--- src/rtl/mre_pkg.sv ---
package mre_pkg;

  localparam int CODE_W = 2;

  typedef enum logic [2:0] {
    PORT_LOCAL = 3'd0,
    PORT_EAST  = 3'd1,
    PORT_NORTH = 3'd2,
    PORT_WEST  = 3'd3,
    PORT_SOUTH = 3'd4
  } port_e;

  // Port on which a packet arrives after leaving a neighbour through p.
  function automatic port_e facing_port(input port_e p);
    port_e r;
    case (p)
      PORT_EAST:  r = PORT_WEST;
      PORT_WEST:  r = PORT_EAST;
      PORT_NORTH: r = PORT_SOUTH;
      PORT_SOUTH: r = PORT_NORTH;
      default:    r = PORT_LOCAL;
    endcase
    return r;
  endfunction

  // Relative decision code: position of out after in around the port ring, minus one.
  function automatic logic [CODE_W-1:0] ring_code(input port_e in_p, input port_e out_p);
    logic [3:0] d;
    d = {1'b0, out_p} + 4'd5 - {1'b0, in_p};
    if (d >= 4'd5) d = d - 4'd5;
    if (d == 4'd0) return '0;
    return CODE_W'(d - 4'd1);
  endfunction

endpackage

--- src/rtl/mre_span_calc.sv ---
module mre_span_calc
  import mre_pkg::*;
#(
  parameter int MESH_W   = 5,
  parameter int MESH_H   = 4,
  parameter int COORD_W  = 4,
  parameter int MAX_HOPS = 9,
  localparam int SUM_W   = COORD_W + 2
) (
  input  logic [COORD_W-1:0] src_x,
  input  logic [COORD_W-1:0] src_y,
  input  logic [COORD_W-1:0] dst_x,
  input  logic [COORD_W-1:0] dst_y,
  output logic [SUM_W-1:0]   x_steps,
  output logic [SUM_W-1:0]   y_steps,
  output port_e              x_dir,
  output port_e              y_dir,
  output logic [SUM_W-1:0]   hop_total,
  output logic               loopback,
  output logic               unreachable
);

  localparam logic [COORD_W:0] W_LIM = (COORD_W+1)'(MESH_W);
  localparam logic [COORD_W:0] H_LIM = (COORD_W+1)'(MESH_H);
  localparam logic [SUM_W-1:0] HOP_LIM = SUM_W'(MAX_HOPS);

  logic x_fwd, y_fwd;
  logic out_of_range;
  logic [SUM_W-1:0] raw_total;

  always_comb begin
    x_fwd = dst_x >= src_x;
    y_fwd = dst_y >= src_y;
    x_steps = x_fwd ? SUM_W'(dst_x - src_x) : SUM_W'(src_x - dst_x);
    y_steps = y_fwd ? SUM_W'(dst_y - src_y) : SUM_W'(src_y - dst_y);
    x_dir = x_fwd ? PORT_EAST : PORT_WEST;
    y_dir = y_fwd ? PORT_NORTH : PORT_SOUTH;

    out_of_range = ({1'b0, src_x} >= W_LIM) || ({1'b0, dst_x} >= W_LIM) ||
                   ({1'b0, src_y} >= H_LIM) || ({1'b0, dst_y} >= H_LIM);
    loopback  = (src_x == dst_x) && (src_y == dst_y);
    raw_total = x_steps + y_steps + SUM_W'(1);

    unreachable = out_of_range || (!loopback && (raw_total > HOP_LIM));
    hop_total   = (unreachable || loopback) ? '0 : raw_total;
  end

endmodule

--- src/rtl/mre_slot_encoder.sv ---
module mre_slot_encoder
  import mre_pkg::*;
#(
  parameter int COORD_W = 4,
  parameter int SLOT    = 0,
  localparam int SUM_W  = COORD_W + 2
) (
  input  logic [SUM_W-1:0]  x_steps,
  input  logic [SUM_W-1:0]  y_steps,
  input  port_e             x_dir,
  input  port_e             y_dir,
  input  logic [SUM_W-1:0]  hop_total,
  output logic [CODE_W-1:0] code
);

  localparam logic [SUM_W-1:0] K      = SUM_W'(SLOT);
  localparam logic [SUM_W-1:0] K_PREV = SUM_W'(SLOT == 0 ? 0 : SLOT - 1);

  port_e in_p, out_p, prev_out;
  logic  active;

  always_comb begin
    active = K < hop_total;

    if (K < x_steps)                 out_p = x_dir;
    else if (K < x_steps + y_steps)  out_p = y_dir;
    else                             out_p = PORT_LOCAL;

    prev_out = (K_PREV < x_steps) ? x_dir : y_dir;
    in_p     = (SLOT == 0) ? PORT_LOCAL : facing_port(prev_out);

    code = active ? ring_code(in_p, out_p) : '0;
  end

endmodule

--- src/rtl/mre_out_reg.sv ---
module mre_out_reg #(
  parameter int PATH_W = 18,
  parameter int HOPS_W = 4
) (
  input  logic              clk,
  input  logic              rst_n,
  input  logic              load,
  input  logic [PATH_W-1:0] path_d,
  input  logic [HOPS_W-1:0] hops_d,
  input  logic              err_d,
  output logic              valid_q,
  output logic [PATH_W-1:0] path_q,
  output logic [HOPS_W-1:0] hops_q,
  output logic              err_q
);

  logic [PATH_W-1:0] path_n;
  logic [HOPS_W-1:0] hops_n;
  logic              err_n;

  always_comb begin
    path_n = path_q;
    hops_n = hops_q;
    err_n  = err_q;
    if (load) begin
      path_n = path_d;
      hops_n = hops_d;
      err_n  = err_d;
    end
  end

  always_ff @(posedge clk or negedge rst_n) begin
    if (!rst_n) begin
      valid_q <= 1'b0;
      path_q  <= '0;
      hops_q  <= '0;
      err_q   <= 1'b0;
    end else begin
      valid_q <= load;
      path_q  <= path_n;
      hops_q  <= hops_n;
      err_q   <= err_n;
    end
  end

endmodule

--- src/rtl/mesh_route_encoder.sv ---
module mesh_route_encoder
  import mre_pkg::*;
#(
  parameter int MESH_W   = 5,
  parameter int MESH_H   = 4,
  parameter int COORD_W  = 4,
  parameter int MAX_HOPS = 9,
  localparam int PATH_W  = MAX_HOPS * CODE_W,
  localparam int HOPS_W  = $clog2(MAX_HOPS + 1),
  localparam int SUM_W   = COORD_W + 2
) (
  input  logic               clk,
  input  logic               rst_n,
  input  logic               req_valid,
  input  logic [COORD_W-1:0] src_x,
  input  logic [COORD_W-1:0] src_y,
  input  logic [COORD_W-1:0] dst_x,
  input  logic [COORD_W-1:0] dst_y,
  output logic               rsp_valid,
  output logic [PATH_W-1:0]  rsp_path,
  output logic [HOPS_W-1:0]  rsp_hops,
  output logic               rsp_err
);

  if (MESH_W + MESH_H - 1 > MAX_HOPS) begin : g_bad_mesh
    $error("mesh_route_encoder: MESH_W + MESH_H - 1 exceeds MAX_HOPS");
  end

  logic [SUM_W-1:0]  x_steps, y_steps, hop_total;
  port_e             x_dir, y_dir;
  logic              loopback, unreachable;
  logic [PATH_W-1:0] path_d;
  logic [HOPS_W-1:0] hops_d;

  mre_span_calc #(
    .MESH_W(MESH_W), .MESH_H(MESH_H), .COORD_W(COORD_W), .MAX_HOPS(MAX_HOPS)
  ) span_i (
    .src_x(src_x), .src_y(src_y), .dst_x(dst_x), .dst_y(dst_y),
    .x_steps(x_steps), .y_steps(y_steps), .x_dir(x_dir), .y_dir(y_dir),
    .hop_total(hop_total), .loopback(loopback), .unreachable(unreachable)
  );

  for (genvar s = 0; s < MAX_HOPS; s++) begin : g_slot
    mre_slot_encoder #(.COORD_W(COORD_W), .SLOT(s)) slot_i (
      .x_steps(x_steps), .y_steps(y_steps), .x_dir(x_dir), .y_dir(y_dir),
      .hop_total(hop_total), .code(path_d[s*CODE_W +: CODE_W])
    );
  end

  assign hops_d = HOPS_W'(hop_total);

  mre_out_reg #(.PATH_W(PATH_W), .HOPS_W(HOPS_W)) out_i (
    .clk(clk), .rst_n(rst_n), .load(req_valid),
    .path_d(path_d), .hops_d(hops_d), .err_d(unreachable),
    .valid_q(rsp_valid), .path_q(rsp_path), .hops_q(rsp_hops), .err_q(rsp_err)
  );

  logic unused_loop;
  assign unused_loop = loopback;

endmodule

--- config.mk ---
export PLATFORM = sky130hd
export DESIGN_NAME = mesh_route_encoder
export DESIGN_NICKNAME = d
export VERILOG_FILES = /design/src/rtl/mre_pkg.sv /design/src/rtl/mre_span_calc.sv /design/src/rtl/mre_slot_encoder.sv /design/src/rtl/mre_out_reg.sv /design/src/rtl/mesh_route_encoder.sv
export SDC_FILE = /design/constraint.sdc
export NUM_CORES = 1
export LEC_CHECK = 0
export BUFFER_PORTS_ARGS = -buffer_cell sky130_fd_sc_hd__buf_4
export CORE_AREA = 4 4 125 127
export CTS_CLUSTER_DIAMETER = 150
export DETAILED_ROUTE_END_ITERATION = 10
export DIE_AREA = 0 0 129 131
export SLEW_MARGIN = 20
export SYNTH_ARGS = -nofsm -noshare
export SYNTH_HDL_FRONTEND = slang
export SYNTH_SLANG_ARGS = --single-unit
--- constraint.sdc ---
create_clock -name clk -period 0.9 [get_ports clk]
set_input_delay 0.09 -clock clk [delete_from_list [all_inputs] [get_ports clk]]
set_output_delay 0.09 -clock clk [all_outputs]
set_load 0.02 [all_outputs]
# ---- After elaboration in Yosys (flattened, before gate mapping)
# Index checks and enable logic that the tools add are counted.
dict set report word_totals {
  ff_bits 24
}
dict set report op_classes {
  eq_ne 34
  n_reduce_logical 17
  n_lt_le_gt_ge 43
  mux 84
  n_addsub 41
}
# op count
set ops {}
lappend ops {{3-bit one-hot mux with 4 select lines} 8}
lappend ops {{3-bit 2-to-1 mux} 27}
lappend ops {{3-bit by 6-bit < comparator with 1-bit output, first input constant} 12}
lappend ops {{2-bit 2-to-1 mux} 28}
lappend ops {{4-bit by 3-bit >= comparator with 1-bit output, second input constant} 13}
lappend ops {{3-bit by 2-bit == test with 1-bit output, second input constant} 16}
lappend ops {{3-bit by 3-bit adder with 4-bit output, second input constant} 9}
lappend ops {{4-bit logical NOT} 9}
lappend ops {{1-bit by 6-bit < comparator with 1-bit output, first input constant} 6}
lappend ops {{2-bit by 6-bit < comparator with 1-bit output, first input constant} 6}
lappend ops {{4-bit 2-to-1 mux} 9}
lappend ops {{4-bit by 3-bit subtractor with 4-bit output, second input constant} 9}
lappend ops {{4-bit by 3-bit subtractor with 4-bit output} 8}
lappend ops {{3-bit by 1-bit == test with 1-bit output, second input constant} 8}
lappend ops {{3-bit == test, second input constant} 8}
lappend ops {{4-bit by 4-bit subtractor with 5-bit output} 4}
lappend ops {{4-bit by 6-bit < comparator with 1-bit output, first input constant} 3}
lappend ops {{6-bit 2-to-1 mux} 3}
lappend ops {{2-bit by 1-bit subtractor with 2-bit output, second input constant} 9}
lappend ops {{1-bit 2-to-1 mux} 9}
lappend ops {{4-bit == test} 2}
lappend ops {{4-bit >= comparator} 2}
lappend ops {{6-bit by 1-bit adder with 6-bit output, second input constant} 1}
lappend ops {{6-bit adder} 1}
lappend ops {{4 further kinds} 9}

# ---- Longest topological paths before layout
dict set report depth {
  ltp_word 14
  ltp_mapped 31
  mapped_depth_nobuf 30
}

# ---- Cells and area by module
# From an unflattened synthesis, not the netlist that was laid out.
dict set report hier_totals {
  cells_unflattened 834
  area_unflattened_um2 6900.4
}
# module seq_area_each_um2 cells_each area_per_inst_um2 n_inst
set by_module_without_submodules {}
lappend by_module_without_submodules {mre_span_calc 0.0 144 1116.1 1}
lappend by_module_without_submodules {mre_out_reg 600.6 49 882.1 1}
lappend by_module_without_submodules {{mre_slot_encoder (g_slot[1].slot_i)} 0.0 81 590.6 1}
lappend by_module_without_submodules {{mre_slot_encoder (g_slot[5].slot_i)} 0.0 78 586.8 1}
lappend by_module_without_submodules {{mre_slot_encoder (g_slot[4].slot_i)} 0.0 75 585.6 1}
lappend by_module_without_submodules {{mre_slot_encoder (g_slot[2].slot_i)} 0.0 74 578.1 1}
lappend by_module_without_submodules {{mre_slot_encoder (g_slot[6].slot_i)} 0.0 73 578.1 1}
lappend by_module_without_submodules {{mre_slot_encoder (g_slot[8].slot_i)} 0.0 74 575.6 1}
lappend by_module_without_submodules {{mre_slot_encoder (g_slot[3].slot_i)} 0.0 70 540.5 1}
lappend by_module_without_submodules {{mre_slot_encoder (g_slot[7].slot_i)} 0.0 60 469.2 1}
lappend by_module_without_submodules {{mre_slot_encoder (g_slot[0].slot_i)} 0.0 56 397.9 1}

# ---- Worst setup path after synthesis
# OpenSTA, ideal clock, no wires.
dict set report synth_path {
  path_type {input to register}
  from {input port src_x[1]}
  to {register out_i.path_q[3]}
  path_slack_ns -4.686
  required_time_ns 0.825
  path_buffers 1
  arrival_time_ns 5.511
  cell_stages 24
  cell_sequence {inv_1 -> ha_1 -> a41o_4 -> o21ai_0 -> and2_1 -> clkbuf_1 -> inv_1 -> fa_1 -> and3_2 -> or4_1 -> a2bb2oi_1 -> or3_2 -> a32oi_1 -> ha_1 -> inv_1 -> ha_1 -> fa_1 -> xor2_1 -> a21oi_1 -> xnor2_1 -> inv_1 -> ha_1 -> a311o_2 -> o2bb2ai_2}
}
dict set report synth_between {
  elab_chain_len 14
  word_cells_on_any_way 41
  classes_between {8 x add/sub; 8 x order compare; 5 x eq/ne; 11 x mux; 9 x reduce/logical}
}
# item line
set synth_rtl {}
lappend synth_rtl {{start: declaration} mesh_route_encoder.sv:15} ;# input logic [COORD_W-1:0] src_x,
lappend synth_rtl {{4-bit by 4-bit subtractor with 5-bit output / 4-bit >= comparator (equally long branches)} {mre_span_calc.sv:34, mre_span_calc.sv:32}}
lappend synth_rtl {{6-bit 2-to-1 mux} mre_span_calc.sv:34} ;# x_steps = x_fwd ? SUM_W'(dst_x - src_x) : SUM_W'(src_x - dst_x);
lappend synth_rtl {{6-bit adder} {mre_span_calc.sv:42, mre_slot_encoder.sv:26}}
lappend synth_rtl {{1-bit by 6-bit < comparator with 1-bit output} mre_slot_encoder.sv:26} ;# else if (K < x_steps + y_steps) out_p = y_dir;
lappend synth_rtl {{3-bit 2-to-1 mux} mre_slot_encoder.sv:26}
lappend synth_rtl {{3-bit 2-to-1 mux} mre_slot_encoder.sv:25} ;# if (K < x_steps) out_p = x_dir;
lappend synth_rtl {{3-bit by 3-bit adder with 4-bit output} mre_pkg.sv:29} ;# d = {1'b0, out_p} + 4'd5 - {1'b0, in_p};
lappend synth_rtl {{4-bit by 3-bit subtractor with 4-bit output} mre_pkg.sv:29}
lappend synth_rtl {{4-bit by 3-bit subtractor with 4-bit output / 4-bit by 3-bit >= comparator with 1-bit output (equally long branches)} mre_pkg.sv:30} ;# if (d >= 4'd5) d = d - 4'd5;
lappend synth_rtl {{4-bit 2-to-1 mux} mre_pkg.sv:30}
lappend synth_rtl {{4-bit logical NOT} mre_pkg.sv:31} ;# if (d == 4'd0) return '0;
lappend synth_rtl {{1-bit 2-to-1 mux} mre_pkg.sv:31}
lappend synth_rtl {{2-bit 2-to-1 mux} mre_pkg.sv:32} ;# return CODE_W'(d - 4'd1);
lappend synth_rtl {{2-bit 2-to-1 mux (*)} mre_slot_encoder.sv:32} ;# code = active ? ring_code(in_p, out_p) : '0;
lappend synth_rtl {{end signal: assignment} mre_out_reg.sv:40} ;# path_q <= path_n;
lappend synth_rtl {{end: declaration} mre_out_reg.sv:12} ;# output logic [PATH_W-1:0] path_q,
# Every way passes the cells marked *; elsewhere a longest branch is shown, timed or not.
# A chain may end at the register's enable or synchronous reset.

# ---- Final worst setup path
dict set report layout_path {
  from {input port src_y[2]}
  to {register out_i.path_q[8]}
}
dict set report layout_between {
  elab_chain_len 14
  word_cells_on_any_way 38
  classes_between {8 x add/sub; 6 x order compare; 5 x eq/ne; 11 x mux; 8 x reduce/logical}
}
# item line
set layout_rtl {}
lappend layout_rtl {{start: declaration} mesh_route_encoder.sv:16} ;# input logic [COORD_W-1:0] src_y,
lappend layout_rtl {{4-bit by 4-bit subtractor with 5-bit output / 4-bit >= comparator (equally long branches)} {mre_span_calc.sv:35, mre_span_calc.sv:33}}
lappend layout_rtl {{6-bit 2-to-1 mux} mre_span_calc.sv:35} ;# y_steps = y_fwd ? SUM_W'(dst_y - src_y) : SUM_W'(src_y - dst_y);
lappend layout_rtl {{6-bit adder} {mre_span_calc.sv:42, mre_slot_encoder.sv:26}}
lappend layout_rtl {{3-bit by 6-bit < comparator with 1-bit output} mre_slot_encoder.sv:26}
lappend layout_rtl {{3-bit 2-to-1 mux} mre_slot_encoder.sv:26}
lappend layout_rtl {{3-bit 2-to-1 mux} mre_slot_encoder.sv:25}
lappend layout_rtl {{3-bit by 3-bit adder with 4-bit output} mre_pkg.sv:29}
lappend layout_rtl {{4-bit by 3-bit subtractor with 4-bit output} mre_pkg.sv:29}
lappend layout_rtl {{4-bit by 3-bit subtractor with 4-bit output / 4-bit by 3-bit >= comparator with 1-bit output (equally long branches)} mre_pkg.sv:30}
lappend layout_rtl {{4-bit 2-to-1 mux} mre_pkg.sv:30}
lappend layout_rtl {{4-bit logical NOT} mre_pkg.sv:31}
lappend layout_rtl {{1-bit 2-to-1 mux} mre_pkg.sv:31}
lappend layout_rtl {{2-bit 2-to-1 mux} mre_pkg.sv:32}
lappend layout_rtl {{2-bit 2-to-1 mux (*)} mre_slot_encoder.sv:32}
# Marked as above.

==> impl_metrics.prom <==
# TYPE chip_impl_metric gauge
chip_impl_info{name="timing.rr.end",value="out_i.path_q[6]"} 1
chip_impl_metric{name="insertion_delay",unit="ns"} 0.26
chip_impl_info{name="rsz_0062_raised_after_global_routing",value="yes"} 1
chip_impl_info{name="synth_ff_type",value="sky130_fd_sc_hd__dfrtp_1"} 1
chip_impl_info{name="critical_path_class",value="in -> reg"} 1
chip_impl_info{name="clockRootBuffer",value="sky130_fd_sc_hd__clkbuf_16"} 1
chip_impl_metric{name="report.final.slew_viol_count",unit=""} 0
chip_impl_metric{name="synth_cell_types",unit=""} 76
chip_impl_metric{name="max_cap_viol_count",unit=""} 0
chip_impl_metric{name="dp_worst_setup_slack",unit="ns"} -4.37
chip_impl_metric{name="report.final.hold_viol_count",unit=""} 0
chip_impl_metric{name="multiplexer_share_of_the_synthesized_area",unit="%"} 2.56
chip_impl_metric{name="synth-seq-area-share",unit="%"} 14.0
chip_impl_metric{name="grt_max_degree",unit=""} 25
chip_impl_metric{name="fillCellCount",unit=""} 1285
chip_impl_metric{name="required",unit="ns"} 1.05
chip_impl_metric{name="cts_buffers",unit=""} 3
chip_impl_metric{name="htreeDepth",unit=""} 1
chip_impl_metric{name="clock_slew_at_reported_path_ffs",unit="ns"} 0.07
chip_impl_metric{name="post_synth_fa_ha_maj_area_fraction",unit="%"} 29.3
chip_impl_info{name="cts_tree",value="built"} 1
chip_impl_metric{name="max_freq",unit="MHz"} 207
chip_impl_metric{name="wl",unit="mm"} 14.3
chip_impl_metric{name="first_global_vias",unit=""} 5259
chip_impl_metric{name="synth-edff-count",unit=""} 0
chip_impl_metric{name="layout_worst_path_cycle_share",unit="%"} 536
chip_impl_metric{name="synthArstFlopShare",unit="%"} 100
chip_impl_metric{name="area_fraction_in_compound_gates_after_synthesis",unit="%"} 23.2
chip_impl_metric{name="antenna_found_initial",unit=""} 0
chip_impl_metric{name="critPathMaxFanout",unit=""} 4
chip_impl_metric{name="setup-violations-final",unit=""} 25
chip_impl_metric{name="detailedRoute.firstIterationViolations",unit=""} 116
chip_impl_metric{name="worst_hold_path.num_cells",unit=""} 2
chip_impl_metric{name="worst_clock_skew",unit="ns"} 0
chip_impl_metric{name="drt_pre_antenna_iters",unit=""} 4
chip_impl_info{name="hold_path_startpoint",value="req_valid"} 1
chip_impl_metric{name="port_buffers",unit=""} 42
chip_impl_metric{name="worstRegToRegCells",unit=""} 2
chip_impl_metric{name="timing_worst_slew_pin_value",unit="ns"} 0.552
chip_impl_metric{name="antennaDiodeCount",unit=""} 0
chip_impl_metric{name="clk_path_buf_depth",unit=""} 2
chip_impl_metric{name="floorplan.core_area",unit="mm²"} 0.0144
chip_impl_metric{name="flow.area_growth_from_synthesis",unit="%"} 80.7
chip_impl_metric{name="final_critical_path_setup_slack",unit="ns"} -3.92
chip_impl_info{name="failed_checks",value="setup timing"} 1
chip_impl_info{name="regToRegStartpoint",value="out_i.path_q[6]"} 1
chip_impl_metric{name="design.final.nets",unit=""} 890
chip_impl_info{name="cp-start-kind",value="primary input"} 1
chip_impl_metric{name="ir_drop",unit="V"} 0.00112
chip_impl_metric{name="die_height",unit="µm"} 131
chip_impl_metric{name="postSynthNetCount",unit=""} 628
chip_impl_metric{name="synthesis.area_per_instance",unit="µm²"} 8.34
chip_impl_metric{name="number_of_register_bits_inferred_by_synthesis",unit=""} 24
chip_impl_metric{name="initial_util",unit="%"} 29.8
chip_impl_metric{name="r2r_setup_slack",unit="ns"} 0.04
chip_impl_metric{name="rows",unit=""} 44
chip_impl_info{name="dominant_combinational_cell_family_by_area_after_synthesis",value="adder cells"} 1
chip_impl_metric{name="cts.sink_count",unit=""} 24
chip_impl_metric{name="power.density_cell_area",unit="mW/mm²"} 2960
chip_impl_metric{name="synth_area",unit="mm²"} 0.00430
chip_impl_metric{name="timing.critical_path.arrival",unit="ns"} 4.98
chip_impl_metric{name="finalWorstPathRequiredPeriod",unit="ns"} 4.82
chip_impl_metric{name="grt_usage",unit="%"} 17.1
chip_impl_metric{name="post_synth_xor_area_fraction",unit="%"} 4.86
chip_impl_info{name="endpoint_kind",value="flop"} 1
chip_impl_info{name="worst_hold_path.endpoint",value="out_i.valid_q"} 1
chip_impl_metric{name="yosys.area_share.simple",unit="%"} 16.9
chip_impl_metric{name="yosysWarningCount",unit=""} 0
chip_impl_info{name="run_status",value="finished, violations left"} 1
chip_impl_info{name="worstHoldPathType",value="in -> reg"} 1
chip_impl_metric{name="die_area",unit="mm²"} 0.0169
chip_impl_metric{name="die_x",unit="µm"} 129
chip_impl_metric{name="grt_first_pass_wirelength",unit="mm"} 23.6
chip_impl_metric{name="synthCells",unit=""} 516
chip_impl_metric{name="ios",unit=""} 43
chip_impl_metric{name="avgRoutedWirePerCell",unit="µm"} 14.9
chip_impl_metric{name="dp.final_hpwl",unit="mm"} 11.1
chip_impl_metric{name="cellLeakagePower",unit="µW"} 0.00373
chip_impl_metric{name="global_route.overflow_total",unit=""} 0
chip_impl_metric{name="antenna_left",unit=""} 0
chip_impl_metric{name="place_congestion",unit=""} 0.867
chip_impl_metric{name="drc_errors",unit=""} 0
chip_impl_metric{name="via_per_inst",unit=""} 4.97
chip_impl_metric{name="max_slew_margin",unit="%"} 63.2
chip_impl_metric{name="layout-drive-gt1-share",unit="%"} 59.0
chip_impl_metric{name="dr_total_vias",unit=""} 4767
chip_impl_metric{name="worst_hold_margin",unit="ns"} 0.121
[registers in the layout, summed over array words and instances (netlist names)]
register / cells
out_i.path_q: 18
out_i.hops_q: 4
out_i.valid_q: 1
out_i.err_q: 1
[metal layers]
metal | vias to the layer above | GRT usage (%) | routed length (µm)
met1 | 2308 | 18.5 | 5590
met4 | 0 | 4.69 | 284
met3 | 21 | 1.59 | 409
li1 | 2356 | - | -
met5 | - | 0 | 0
met2 | 82 | 34.9 | 8020
[report_power, final]
part / switching [µW] / total (µW) / internal [µW] / leakage [µW]
registers: 4.48 / 1090 / 1080 / 0.000328
clock network: 434 / 1030 / 591 / 0.0000370
logic: 9900 / 20900 / 11000 / 0.00337
[synthesized netlist by cell type (all sizes together), types with 2 or more instances]
| cell | instances | share of area, % |
|---|---|---|
| a22o | 2 | 0.41 |
| clkbuf | 6 | 0.52 |
| a21boi | 3 | 0.52 |
| a2bb2oi | 3 | 0.61 |
| ha | 80 | 23 |
| a22oi | 5 | 0.87 |
| and2 | 3 | 0.44 |
| buf | 5 | 0.93 |
| a21o | 6 | 1.0 |
| o22ai | 5 | 0.73 |
| a32oi | 5 | 1.0 |
| fa | 13 | 6.1 |
| inv | 89 | 7.8 |
| a32o | 6 | 1.4 |
| dfrtp | 24 | 14 |
| a211o | 2 | 0.41 |
| nand4 | 4 | 0.73 |
| o32ai | 4 | 0.99 |
| nor2 | 33 | 3.4 |
| o31ai | 2 | 0.67 |
| or2 | 2 | 0.29 |
| o21bai | 5 | 0.87 |
| nor2b | 5 | 0.73 |
| nor3 | 11 | 1.5 |
| or3 | 6 | 0.90 |
| a21oi | 27 | 3.2 |
| o211a | 2 | 0.47 |
| o21ai | 14 | 1.7 |
| nor4 | 5 | 1.2 |
| o2bb2ai | 10 | 2.3 |
| xnor2 | 16 | 3.3 |
| a211oi | 5 | 0.99 |
| a31oi | 10 | 1.8 |
| nand2 | 33 | 2.9 |
| and3 | 3 | 0.49 |
| mux2i | 11 | 2.6 |
| nand2b | 13 | 1.9 |
| o211ai | 3 | 0.52 |
| xor2 | 7 | 1.6 |
| nand3 | 13 | 1.5 |
| o21a | 3 | 0.52 |
[cell families (layout without fill, tap and decap cells)]
family / Yosys count / after routing
simple gates: 135 / 135
flops: 24 / 24
fa+ha+maj: 93 / 93
xor+xnor: 23 / 23
compound gates: 130 / 130
buf+inv: 100 / 360
mux: 11 / 11
[what timing repair did]
action / in CTS / in global routing
hold buffers: 1 / 0
resized for setup: 122 / 74
buffers inserted: 42 / 13
pin swaps: 76 / 52
setup endpoints to repair: 41 / 47
hold endpoints to repair: 24 / 0
[cell type report]
cell class / instances / area (µm²) / area share, %
multi-input cells: 392 / 4270 / 54.9
repair buffers: 268 / 2230 / 28.7
flip-flops and latches: 24 / 602 / 7.74
inverters: 89 / 362 / 4.65
well taps: 184 / 230 / 2.96
clock buffers: 3 / 75.1 / 0.966
[worst max-delay path, stage by stage]
cell                        delay (ns)
sky130_fd_sc_hd__buf_6            0.08
sky130_fd_sc_hd__inv_4            0.03
sky130_fd_sc_hd__ha_4             0.29
sky130_fd_sc_hd__inv_4            0.04
sky130_fd_sc_hd__o21bai_4         0.15
sky130_fd_sc_hd__a21o_1           0.18
sky130_fd_sc_hd__mux2i_2          0.25
sky130_fd_sc_hd__buf_4            0.17
sky130_fd_sc_hd__xnor2_4          0.12
sky130_fd_sc_hd__ha_4             0.22
sky130_fd_sc_hd__and3_4           0.17
sky130_fd_sc_hd__or4_4            0.50
sky130_fd_sc_hd__a2bb2oi_4        0.18
sky130_fd_sc_hd__buf_4            0.16
sky130_fd_sc_hd__buf_4            0.14
sky130_fd_sc_hd__o21bai_4         0.17
sky130_fd_sc_hd__a2bb2oi_2        0.13
sky130_fd_sc_hd__ha_1             0.24
sky130_fd_sc_hd__inv_1            0.06
sky130_fd_sc_hd__ha_2             0.17
sky130_fd_sc_hd__fa_2             0.46
sky130_fd_sc_hd__a21boi_4         0.20
sky130_fd_sc_hd__mux2i_1          0.23
sky130_fd_sc_hd__ha_2             0.20
sky130_fd_sc_hd__a31oi_2          0.09
sky130_fd_sc_hd__a32o_1           0.24
[layout by cell type, fill, tap and decap left out, drive strengths merged, types with 4 or more instances in the layout]
master,n
buf,267
inv,89
ha,80
nand2,33
nor2,33
a21oi,27
dfrtp,24
xnor2,16
o21ai,14
fa,13
nand3,13
nand2b,13
nor3,11
mux2i,11
a31oi,10
o2bb2ai,10
xor2,7
a21o,6
a32o,6
or3,6
nor2b,5
o22ai,5
a32oi,5
o21bai,5
nor4,5
a211oi,5
a22oi,5
nand4,4
o32ai,4
[worst max path at each step]
| stage | from | endpoint | slack, ns | cells after the start |
|---|---|---|---|---|
| 2_1_floorplan | src_y[1] | out_i.path_q[2] | -4.18 | 24 |
| 6_report | src_y[2] | out_i.path_q[8] | -3.92 | 26 |
| 3_5_place_dp | src_y[1] | out_i.path_q[11] | -4.37 | 27 |
| 5_1_grt | dst_y[1] | out_i.path_q[2] | -4.10 | 29 |
| 4_1_cts | src_y[1] | out_i.path_q[3] | -3.87 | 24 |
| 3_3_place_gp | src_y[1] | out_i.path_q[3] | -4.25 | 25 |
[through the flow]
step	instance area [µm²]	std cells	power (µW)	utilization, %	TNS, ns
after detailed placement	6430	907	17300	44.6	-86.79
after global routing	7770	960	25300	53.9	-82.69
final	7770	960	23000	53.9	-78.12
after floorplan	4630	516	10600	-	-77.15
after global placement	6430	907	16600	44.6	-84.03
after CTS	7380	952	21500	51.1	-77.24
Power figures use the tool's default switching activity.
